File: src/rtl/fifo_trig_pkg.sv
package fifo_trig_pkg;
   // Fallback transmit level for a zero nibble
   function automatic int unsigned tx_fallback(input logic [1:0] sel);
      case (sel)
         2'd0:    return 8;
         2'd1:    return 16;
         2'd2:    return 32;
         default: return 56;
      endcase
   endfunction

   // Fallback receive level for a zero nibble
   function automatic int unsigned rx_fallback(input logic [1:0] sel);
      case (sel)
         2'd0:    return 8;
         2'd1:    return 16;
         2'd2:    return 56;
         default: return 60;
      endcase
   endfunction
endpackage

File: src/rtl/trig_level_sel.sv
module trig_level_sel #(
   parameter int NIB_W  = 4,
   parameter int CNT_W  = 7,
   parameter int SCALE  = 4,
   parameter bit IS_RX  = 1'b0
) (
   input  logic [NIB_W-1:0] nibble,
   input  logic [1:0]       legacy_sel,
   output logic [CNT_W-1:0] level
);
   import fifo_trig_pkg::*;

   logic [CNT_W-1:0] fallback;
   logic [CNT_W-1:0] scaled;

   generate
      if (IS_RX) begin : g_rx_tab
         always_comb fallback = CNT_W'(rx_fallback(legacy_sel));
      end else begin : g_tx_tab
         always_comb fallback = CNT_W'(tx_fallback(legacy_sel));
      end
   endgenerate

   always_comb begin
      scaled = CNT_W'(32'(nibble) * SCALE);
      level  = (nibble != '0) ? scaled : fallback;
   end
endmodule

File: src/rtl/rx_idle_timer.sv
module rx_idle_timer #(
   parameter int CNT_W    = 7,
   parameter int TO_CHARS = 4
) (
   input  logic             clk,
   input  logic             rst_n,
   input  logic [CNT_W-1:0] rx_fill,
   input  logic             rx_push,
   input  logic             rx_pop,
   input  logic             char_tick,
   output logic             expired
);
   localparam int TO_W = $clog2(TO_CHARS + 1);

   logic [TO_W-1:0] ticks;

   always_ff @(posedge clk or negedge rst_n) begin
      if (!rst_n) begin
         ticks <= '0;
      end else if (rx_fill == '0 || rx_push || rx_pop) begin
         ticks <= '0;
      end else if (char_tick && ticks != TO_W'(TO_CHARS)) begin
         ticks <= ticks + 1'b1;
      end
   end

   assign expired = (ticks == TO_W'(TO_CHARS));
endmodule

File: src/rtl/fifo_trig_irq.sv
module fifo_trig_irq #(
   parameter int FIFO_DEPTH = 64,
   parameter int TRIG_W     = 8,
   parameter int TO_CHARS   = 4,
   localparam int CNT_W     = $clog2(FIFO_DEPTH + 1),
   localparam int NIB_W     = TRIG_W / 2
) (
   input  logic              clk,
   input  logic              rst_n,
   input  logic [TRIG_W-1:0] trig_reg,
   input  logic [1:0]        tx_legacy_sel,
   input  logic [1:0]        rx_legacy_sel,
   input  logic [CNT_W-1:0]  tx_free,
   input  logic [CNT_W-1:0]  rx_fill,
   input  logic              rx_push,
   input  logic              rx_pop,
   input  logic              char_tick,
   input  logic              tx_int_en,
   input  logic              rx_int_en,
   input  logic              to_int_en,
   output logic              tx_ready_irq,
   output logic              rx_ready_irq,
   output logic              rx_timeout_irq,
   output logic [CNT_W-1:0]  tx_level,
   output logic [CNT_W-1:0]  rx_level
);
   generate
      if (FIFO_DEPTH < 60) begin : g_depth_chk
         $error("FIFO_DEPTH must cover the largest trigger level of 60");
      end
      if (TRIG_W % 2 != 0) begin : g_trig_chk
         $error("TRIG_W must be even");
      end
      if (TO_CHARS < 1) begin : g_to_chk
         $error("TO_CHARS must be at least 1");
      end
   endgenerate

   logic to_expired;

   trig_level_sel #(.NIB_W(NIB_W), .CNT_W(CNT_W), .SCALE(4), .IS_RX(1'b0)) u_tx_sel (
      .nibble     (trig_reg[NIB_W-1:0]),
      .legacy_sel (tx_legacy_sel),
      .level      (tx_level)
   );

   trig_level_sel #(.NIB_W(NIB_W), .CNT_W(CNT_W), .SCALE(4), .IS_RX(1'b1)) u_rx_sel (
      .nibble     (trig_reg[TRIG_W-1:NIB_W]),
      .legacy_sel (rx_legacy_sel),
      .level      (rx_level)
   );

   rx_idle_timer #(.CNT_W(CNT_W), .TO_CHARS(TO_CHARS)) u_timer (
      .clk       (clk),
      .rst_n     (rst_n),
      .rx_fill   (rx_fill),
      .rx_push   (rx_push),
      .rx_pop    (rx_pop),
      .char_tick (char_tick),
      .expired   (to_expired)
   );

   always_comb begin
      tx_ready_irq   = tx_int_en && (tx_free >= tx_level);
      rx_ready_irq   = rx_int_en && (rx_fill >= rx_level);
      rx_timeout_irq = to_int_en && to_expired && (rx_fill != '0);
   end
endmodule

File: config.mk
export PLATFORM = sky130hd
export DESIGN_NAME = fifo_trig_irq
export DESIGN_NICKNAME = d
export VERILOG_FILES = /design/src/rtl/fifo_trig_pkg.sv /design/src/rtl/trig_level_sel.sv /design/src/rtl/rx_idle_timer.sv /design/src/rtl/fifo_trig_irq.sv
export SDC_FILE = /design/constraint.sdc
export NUM_CORES = 1
export LEC_CHECK = 0
export BUFFER_PORTS_ARGS = -buffer_cell sky130_fd_sc_hd__buf_2
export CAP_MARGIN = 20
export CELL_PAD_IN_SITES_DETAIL_PLACEMENT = 1
export CELL_PAD_IN_SITES_GLOBAL_PLACEMENT = 2
export CORE_MARGIN = 2
export CORE_UTILIZATION = 19
export CTS_CLUSTER_DIAMETER = 40
export CTS_CLUSTER_SIZE = 24
export DETAILED_ROUTE_END_ITERATION = 16
export PLACE_DENSITY = 0.87
export SYNTH_ARGS = -nofsm -noshare
export SYNTH_HDL_FRONTEND = slang
export SYNTH_SLANG_ARGS = --single-unit
File: constraint.sdc
create_clock -name clk -period 3.7 [get_ports clk]
set_input_delay 0.74 -clock clk [delete_from_list [all_inputs] [get_ports clk]]
set_output_delay 0.74 -clock clk [all_outputs]
set_load 0.005 [all_outputs]
Word level (Yosys, flattened, before mapping)
Cells that the tools add are included.
- bits in registers: 3
- latch bits: 0
- bits in writable memories: 0
- memory bits (read-only): 0
- input port bits: 34
- logic and storage cells: 30
- memories: 0
- add/sub/neg operators: 1
- multipliers: 0
- div/mod/pow operators: 0
- order comparisons: 2
- equality and inequality tests: 6
- shift operators: 0
- mux-type cells: 6
- bitwise gates (word level): 0
- reductions and logical operators: 14
- operator list (kind ; number):
    one-hot mux 6 bit (3 select lines) ; 2
    greater-or-equal comparator 7 bit ; 2
    2-to-1 mux 6 bit ; 2
    nonzero test 4 bit ; 2
    logical NOT 7 bit ; 1
    nonzero test 7 bit ; 1
    2-to-1 mux 3 bit ; 2
    logical AND 1 bit ; 5
    == test 2 x 1 -> 1 bit, second input constant ; 2
    == test 2 bit, second input constant ; 2
    logical NOT 2 bit ; 2
    adder 3 x 1 -> 3 bit, second input constant ; 1
    == test 3 bit, second input constant ; 1
    inequality test 3 bit, second input constant ; 1
    logical OR 1 bit ; 2
    nonzero test 2 bit ; 1

Logic depth before layout (Yosys ltp)
Gate-level depths: netlist of the first run.
- depth after elaboration: 5
- gate-level depth with buffers: 8

By module
From an unflattened synthesis of the first run, not the netlist that was laid out.
- cell total of the unflattened synthesis: 103
- area total of the unflattened synthesis: 768.2 um^2
- by module, submodules not included (module ; instances ; cells an instance ; area each (um^2)):
    fifo_trig_irq ; 1 ; 51 ; 362.8
    rx_idle_timer ; 1 ; 20 ; 196.4
    trig_level_sel (u_tx_sel) ; 1 ; 18 ; 120.1
    trig_level_sel (u_rx_sel) ; 1 ; 14 ; 88.8

Least setup slack after synthesis of the first run
Ideal clock, no wire load.
- path kind: input -> output
- from: input port tx_legacy_sel[0]
- to: output port tx_ready_irq
- arrival: 1.975 ns
- path slack: 0.985 ns
- stages on the path: 7
- cell sequence: inv_1 ha_1 a31oi_1 ha_1 nor2b_1 a311oi_1 o211ai_1
- cells in the longest elaborated chain, start to end: 5
- elaborated cells on any way between the ends: 7
- classes of those cells: order compare (1); eq/ne (2); mux (2); reduce/logical (2)
- RTL lines (what ; line ; source):
    from (decl) ; fifo_trig_irq.sv:11 ; input logic [1:0] tx_legacy_sel,
    == test 2 bit, or another cell as far along ; fifo_trig_pkg.sv:4 ; case (sel)
    one-hot mux 6 bit (3 select lines) * ; fifo_trig_pkg.sv:4 ;
    2-to-1 mux 6 bit * ; trig_level_sel.sv:26 ; level = (nibble != '0) ? scaled : fallback;
    greater-or-equal comparator 7 bit * ; fifo_trig_irq.sv:64 ; tx_ready_irq = tx_int_en && (tx_free >= tx_level);
    logical AND 1 bit * ; fifo_trig_irq.sv:64 ;
    to (decl) ; fifo_trig_irq.sv:21 ; output logic tx_ready_irq,
Every way passes the cells marked *; elsewhere a longest branch is shown, timed or not.

Worst setup path after layout of the first run
Ends and elaborated chain as after synthesis.

==> results of run 1 <==
==> placed cells by master, fill, tap and decap left out <==
master    synthesis  final
a21boi_1          1      1
a21oi_1           2      2
dfrtp_1           3      3
a311oi_1          2      2
clkbuf_1          1      1
xnor2_1           1      1
clkbuf_4          0      3
conb_1            1      6
nor2_1            9      9
nand2_1           2      2
nand2b_1          2      2
buf_2             0     44
a211o_2           1      1
o211ai_1          2      2
or2_2             2      2
o21a_1            1      1
mux2i_1           1      1
o21ai_0           7      7
o21ba_2           1      1
inv_1            11     11
nor2b_1           2      2
o21bai_1          1      1
ha_1             13     13
a31oi_1           2      2
nand3_1           5      5
nor3_1            2      2
nor4_2            1      1
a21oi_2           1      1
nor4_1            1      1
==> per-layer routing <==
metal  wire (microns)  GRT usage [%]
met2              970           20.2
met1              734           10.7
met3              154           1.47
met4               30           5.59
met5                0              0
==> final timing paths <==
kind | start | to | slack [ns] | cells past startpoint
worst min register to register | u_timer.ticks[1] | u_timer.ticks[1] | 0.58 | 2
max in group asynchronous | rst_n | u_timer.ticks[2] | 3.31 | 1
worst min-delay path | rst_n | u_timer.ticks[1] | 0.29 | 1
worst max register to register | u_timer.ticks[0] | u_timer.ticks[1] | 2.39 | 5
min in group clk | u_timer.ticks[1] | u_timer.ticks[1] | 0.58 | 2
worst max-delay path | tx_legacy_sel[0] | tx_ready_irq | 0.70 | 9
==> cell families after synthesis <==
logic type	share of synthesized area, %
other	0.601
multiplexers	1.60
flip-flops	12.0
XOR/XNOR	1.40
AND/OR/NAND/NOR	21.2
adder cells (fa/ha/maj)	26.1
buffers and inverters	14.4
AO/OA/AOI/OAI	22.6
==> area by class of cell <==
type	instances	area (sq um)	area share (%)
Clock buffer	4	26.3	2.93
Tap cell	44	55.1	6.15
Inverter	11	41.3	4.61
Timing Repair Buffer	44	220	24.6
Sequential cell	3	75.1	8.38
Multi-Input combinational cell	68	478	53.4
==> critical path, cell delays in order <==
cell	delay, ns
buf_2	0.10
inv_1	0.04
ha_1	0.27
a31oi_1	0.22
ha_1	0.27
nor2b_1	0.13
a311oi_1	0.23
o211ai_1	0.12
buf_2	0.13
==> power by group through the flow <==
| stage | sequential [mW] | clock, mW | combinational [mW] |
|---|---|---|---|
| 6_report | 0.0345 | 0.0591 | 0.0722 |
| 5_1_grt | 0.0345 | 0.0707 | 0.0840 |
| 4_1_cts | 0.0345 | 0.0622 | 0.0743 |
| 3_5_place_dp | 0.0349 | 0 | 0.0738 |
| 3_3_place_gp | 0.0348 | 0 | 0.0706 |
| 2_1_floorplan | 0.0347 | 0 | 0.0395 |
==> results by group, run 1 <==
Status
  • Outcome: complete, no violations

Layout
  • Nets: 178
  • Inserted Diodes: 0
  • Largest registers: u_timer.ticks: 3 flops
  • Fillers: 400
  • Final core occ: 29.1%
  • Max reg flops: 3
  • Final Non-Filler Cells: 174
  • Layout area overhead: 43.5%
  • Final Instance Area: 896 sq um
  • Share of layout cells above drive strength 1: 40.8%
  • Register bank with the most flops: u_timer.ticks

Clock network
  • Setup Buffers After CTS: 0
  • CTS tree: yes
  • Clk sinks: 3
  • CTS clk-pin slew, worst paths: 0.04 ns
  • PostCTS Resize Cnt: 0
  • Root Buffer: clkbuf_4
  • H-tree depth: 1
  • Worst skew pair latency: 0.24 ns
  • Hold_buf cts: 0
  • Clk buf depth: 2
  • CTS Buf Count: 3

Worst setup path
  • WS Path Type: primary input to output pin
  • Crit path DAT: 2.26 ns
  • Critical Path Start Type: primary input
  • Worst setup EP type: output pin
  • Req. time, crit path: 2.96 ns
  • Crit Path Max Fanout: 3

Pwr
  • Sequential Power Share: 20.8%
  • Internal: 0.110 mW
  • Pwr dens: 185 nW/um^2
  • Power, Total: 0.166 mW
  • Comb power frac: 43.5%
  • Worst vdd ir: 0.152 mV
  • Leakage power: 0.481 nW
  • Clock share of power: 35.7%
  • Switch Pwr: 0.0554 mW
  • Switching share of power: 33.4%

Detailed routing
  • Via Count: 739
  • Final ANT Viol Nets: 0
  • DR iter-0 viols: 19
  • Vias per cell: 4.25
  • Drt drc: 0
  • Avg WL per Cell: 10.9 microns
  • Drt first pass iters: 4
  • WL final: 1.89 mm

STA
  • RSZ-0062 raised after global routing: false
  • Setup TNS: 0 ns
  • Crit path time final: 3.00 ns
  • Post-route setup slack: 0.701 ns
  • Hold Vio Cnt, Final: 0
  • Final Max Tran Viols: 0
  • Fmax: 333 MHz
  • Hold slack final: 0.286 ns
  • Clock skew: 0.00331 ns
  • Endpoints failing setup: 0
  • Final period util: 81.1%

Synth
  • Yosys reg bits: 3
  • Cell taking the most area after synthesis: ha_1
  • Cell area after synthesis: 624 sq um
  • Avg Cell Area, Syn: 7.43 sq um
  • Async SR Flop Fraction: 100%
  • Synthesis Warnings: 0
  • Synth top area share: 26.1%
  • Number of distinct library cells after synthesis: 28
  • Mapped Cells: 84
  • Count leader, synth: ha_1
  • Commonest cells in the netlist: ha_1 (13), inv_1 (11), nor2_1 (9), o21ai_0 (7), buf_4 (6)
  • Main area contributors after synthesis: ha_1 (26%), dfrtp_1 (12%), buf_4 (7.2%)
  • Register area share after synthesis: 12.0%
  • Post-synth EDFFs: 0
  • Ys flop type: dfrtp_1

Floorplan
  • Starting Density: 20.3%
  • Core footprint: 3080 sq um
  • Die footprint: 3760 sq um
  • Horiz. Die Dim: 61.3 microns
  • Rows: 20
  • I/O pin total: 51
  • Die Y-Extent: 61.3 microns

GRT
  • Total Routing Usage GR: 10.5%
  • Largest net degree at the start of global routing: 5
  • Number of global-route vias before repair: 721
  • Grt total ovfl: 0
  • Antenna violations before repair: 0
  • First-pass GRT wire length: 2.88 mm

Placement
  • Pre-CTS setup slack: 0.655 ns
  • Placed Cells: 170
  • Final Wtd Congestion: 0.811
  • Placed Area: 870 sq um
  • IO buf count: 44

Worst hold path
  • Hold Crit Class: primary input to asynchronous set/reset pin

Job
  • Max-cap viol count: 0
Power figures use the tool's default switching activity.
==> inputs of run 2 (changes only) <==
CORE_UTILIZATION = 18   (was 19)
PLACE_DENSITY = 0.84   (was 0.87)
clock period = 3.1 ns   (was 3.7 ns; I/O delays follow)
==> run 2 against run 1 <==
  * Sequential share of layout area about the same
  * Die area up 5.2%
  * Flip-flop and latch count unchanged
  * Via count down 0.41%
  * Worst hold slack worse by 0.12 ns
  * Combinational power up 20%
  * Worst setup slack worse by 0.38 ns
  * Power up 20%
  * Critical path type unchanged
  * Largest power group unchanged
==> results by group, run 2 (synthesized netlist as in run 1, its figures left out) <==
Layout
  • Max reg flops: 3 (unchanged)
  • Inserted Diodes: 0 (unchanged)
  • Largest registers: u_timer.ticks: 3 flops
  • Final Instance Area: 898 sq um (+0.28%)
  • Layout area overhead: 43.9%
  • Nets: 178 (unchanged)
  • Final Non-Filler Cells: 176 (+1.1%)
  • Register bank with the most flops: u_timer.ticks
  • Most frequent cells in the layout: buf_2 (44), ha_1 (13), inv_1 (11)
  • Register area: 75.1 sq um (unchanged)
  • Multi-input combinational cell area: 478 sq um (unchanged)
  • Fillers: 446 (+12%)
  • Share of layout cells above drive strength 1: 40.8% (unchanged)
  • Commonest non-fill, non-tap cell in the layout: buf_2

Worst setup path
  • Crit-path max cell delay: 0.28 ns (about the same)
  • Cell chain of the critical path: buf_2, inv_1, ha_1, a31oi_1, ha_1, nor2b_1, a311oi_1, o211ai_1, buf_2
  • Crit path DAT: 2.16 ns (-0.10 ns)
  • WS Path Type: primary input to output pin
  • Crit-path slowest cell: ha_1
  • Critical Path Start Type: primary input
  • Req. time, crit path: 2.48 ns (-0.48 ns)
  • Crit Path Max Fanout: 3 (unchanged)
  • Worst setup EP type: output pin

Floorplan
  • Starting Density: 18.7% (-1.6 points)
  • Die footprint: 3960 sq um (+5.2%)
  • Rows: 21 (+5.0%)
  • Die Y-Extent: 62.9 microns (+2.6%)
  • Horiz. Die Dim: 62.9 microns (+2.6%)
  • Core footprint: 3340 sq um (+8.4%)
  • I/O pin total: 51 (unchanged)

STA
  • Final Max Tran Viols: 0 (unchanged)
  • Setup TNS: 0 ns (unchanged)
  • Crit path time final: 2.78 ns
  • RSZ-0062 raised after global routing: false
  • Clock skew: 0.00737 ns (+0.00406 ns)
  • Endpoints failing setup: 0 (unchanged)
  • Fmax: 360 MHz
  • Hold Vio Cnt, Final: 0 (unchanged)
  • Final period util: 89.7%

Clock network
  • Worst skew pair latency: 0.24 ns (about the same)
  • CTS tree: yes
  • Clk buf depth: 2 (unchanged)
  • H-tree depth: 1 (unchanged)
  • PostCTS Resize Cnt: 0 (unchanged)
  • Clk sinks: 3 (unchanged)
  • CTS clk-pin slew, worst paths: 0.04 ns (about the same)
  • CTS Buf Count: 3 (unchanged)
  • Hold_buf cts: 0 (unchanged)
  • Setup Buffers After CTS: 0 (unchanged)
  • Root Buffer: clkbuf_4

Detailed routing
  • DR iter-0 viols: 13 (-6)
  • Met3 routed WL: 160 microns (+3.9%)
  • Final ANT Viol Nets: 0 (unchanged)
  • Via Count: 736 (-0.41%)
  • Met2 wire len: 1.06 mm (+9.5%)
  • Top sig layer: met4
  • Drt first pass iters: 4 (unchanged)
  • Met1 Wirelength: 673 microns (-8.3%)
  • Avg WL per Cell: 10.8 microns (about the same)
  • WL final: 1.91 mm (+1.1%)
  • Vias per cell: 4.18 (-1.5%)
  • Drt drc: 0 (unchanged)

Placement
  • Placed Cells: 172 (+1.2%)
  • Final Wtd Congestion: 0.755 (-6.8%)
  • HPWL Detailed: 1.75 mm
  • Placed Area: 872 sq um (+0.29%)
  • IO buf count: 44 (unchanged)

Pwr
  • Worst vdd ir: 0.117 mV (-23%)
  • Power, Total: 0.199 mW (+20%)
  • Leakage power: 0.481 nW (unchanged)
  • Pwr dens: 222 nW/um^2 (+20%)

GRT
  • Number of global-route vias before repair: 769 (+6.7%)
  • First-pass GRT wire length: 3.32 mm (+15%)
  • Grt total ovfl: 0 (unchanged)
  • Total Routing Usage GR: 10.1% (-0.37 points)
  • Largest net degree at the start of global routing: 5 (unchanged)
  • Antenna violations before repair: 0 (unchanged)

Status
  • Outcome: complete, no violations

Job
  • Max-cap viol count: 0 (unchanged)

Worst hold path
  • Hold Crit Class: primary input to asynchronous set/reset pin
run 2: cell counts in the layout (fill, tap and decap cells not counted):
No cell type changed its count.
run 2: path summary, 6_finish.rpt:
| path | from | end | slack, ns | cells past startpoint |
|---|---|---|---|---|
| setup / recovery | tx_legacy_sel[0] | tx_ready_irq | 0.32 | 9 |
| hold / removal | rst_n | u_timer.ticks[0] | 0.17 | 1 |
| setup reg to reg | u_timer.ticks[0] | u_timer.ticks[1] | 1.78 | 5 |
| hold reg to reg | u_timer.ticks[1] | u_timer.ticks[1] | 0.56 | 2 |
| max in group asynchronous | rst_n | u_timer.ticks[1] | 2.82 | 1 |
| min in group clk | u_timer.ticks[1] | u_timer.ticks[1] | 0.56 | 2 |
run 2: where the power goes:
| group | internal (mW) | leakage, nW | switching, mW |
|---|---|---|---|
| Combinational | 0.0433 | 0.425 | 0.0434 |
| Sequential | 0.0403 | 0.0413 | 0.000786 |
| Clock | 0.0484 | 0.0150 | 0.0231 |
| Total | 0.132 | 0.481 | 0.0673 |
run 2: per-stage QoR:
stage	setup slack, ns	utilization (%)	hold WS [ns]
5_1_grt	0.190	26.9	0.156
2_1_floorplan	0.625	-	0.324
4_1_cts	0.301	26.9	0.158
3_3_place_gp	0.317	26.1	0.418
6_report	0.320	26.9	0.166
3_5_place_dp	0.305	26.1	0.423
run 2: layout make-up:
| type | instances | area share [%] |
|---|---|---|
| tap | 46 | 6.41 |
| clock buffer | 4 | 2.92 |
| inverter | 11 | 4.60 |
| multi-input combinational | 68 | 53.2 |
| timing repair buffer | 44 | 24.5 |
| sequential | 3 | 8.36 |
run 2: layer usage:
layer | GRT usage, % | up-vias
met4 | 3.33 | 0
met3 | 2.52 | 2
met2 | 20.1 | 34
met1 | 9.97 | 329
met5 | 0 | -
li1 | - | 371
run 2: critical path: cells and delay by family:
kind	cells	cell delay [ns]
simple gates	1	0.13
compound gates	3	0.57
buf+inv	3	0.28
fa+ha+maj	2	0.55
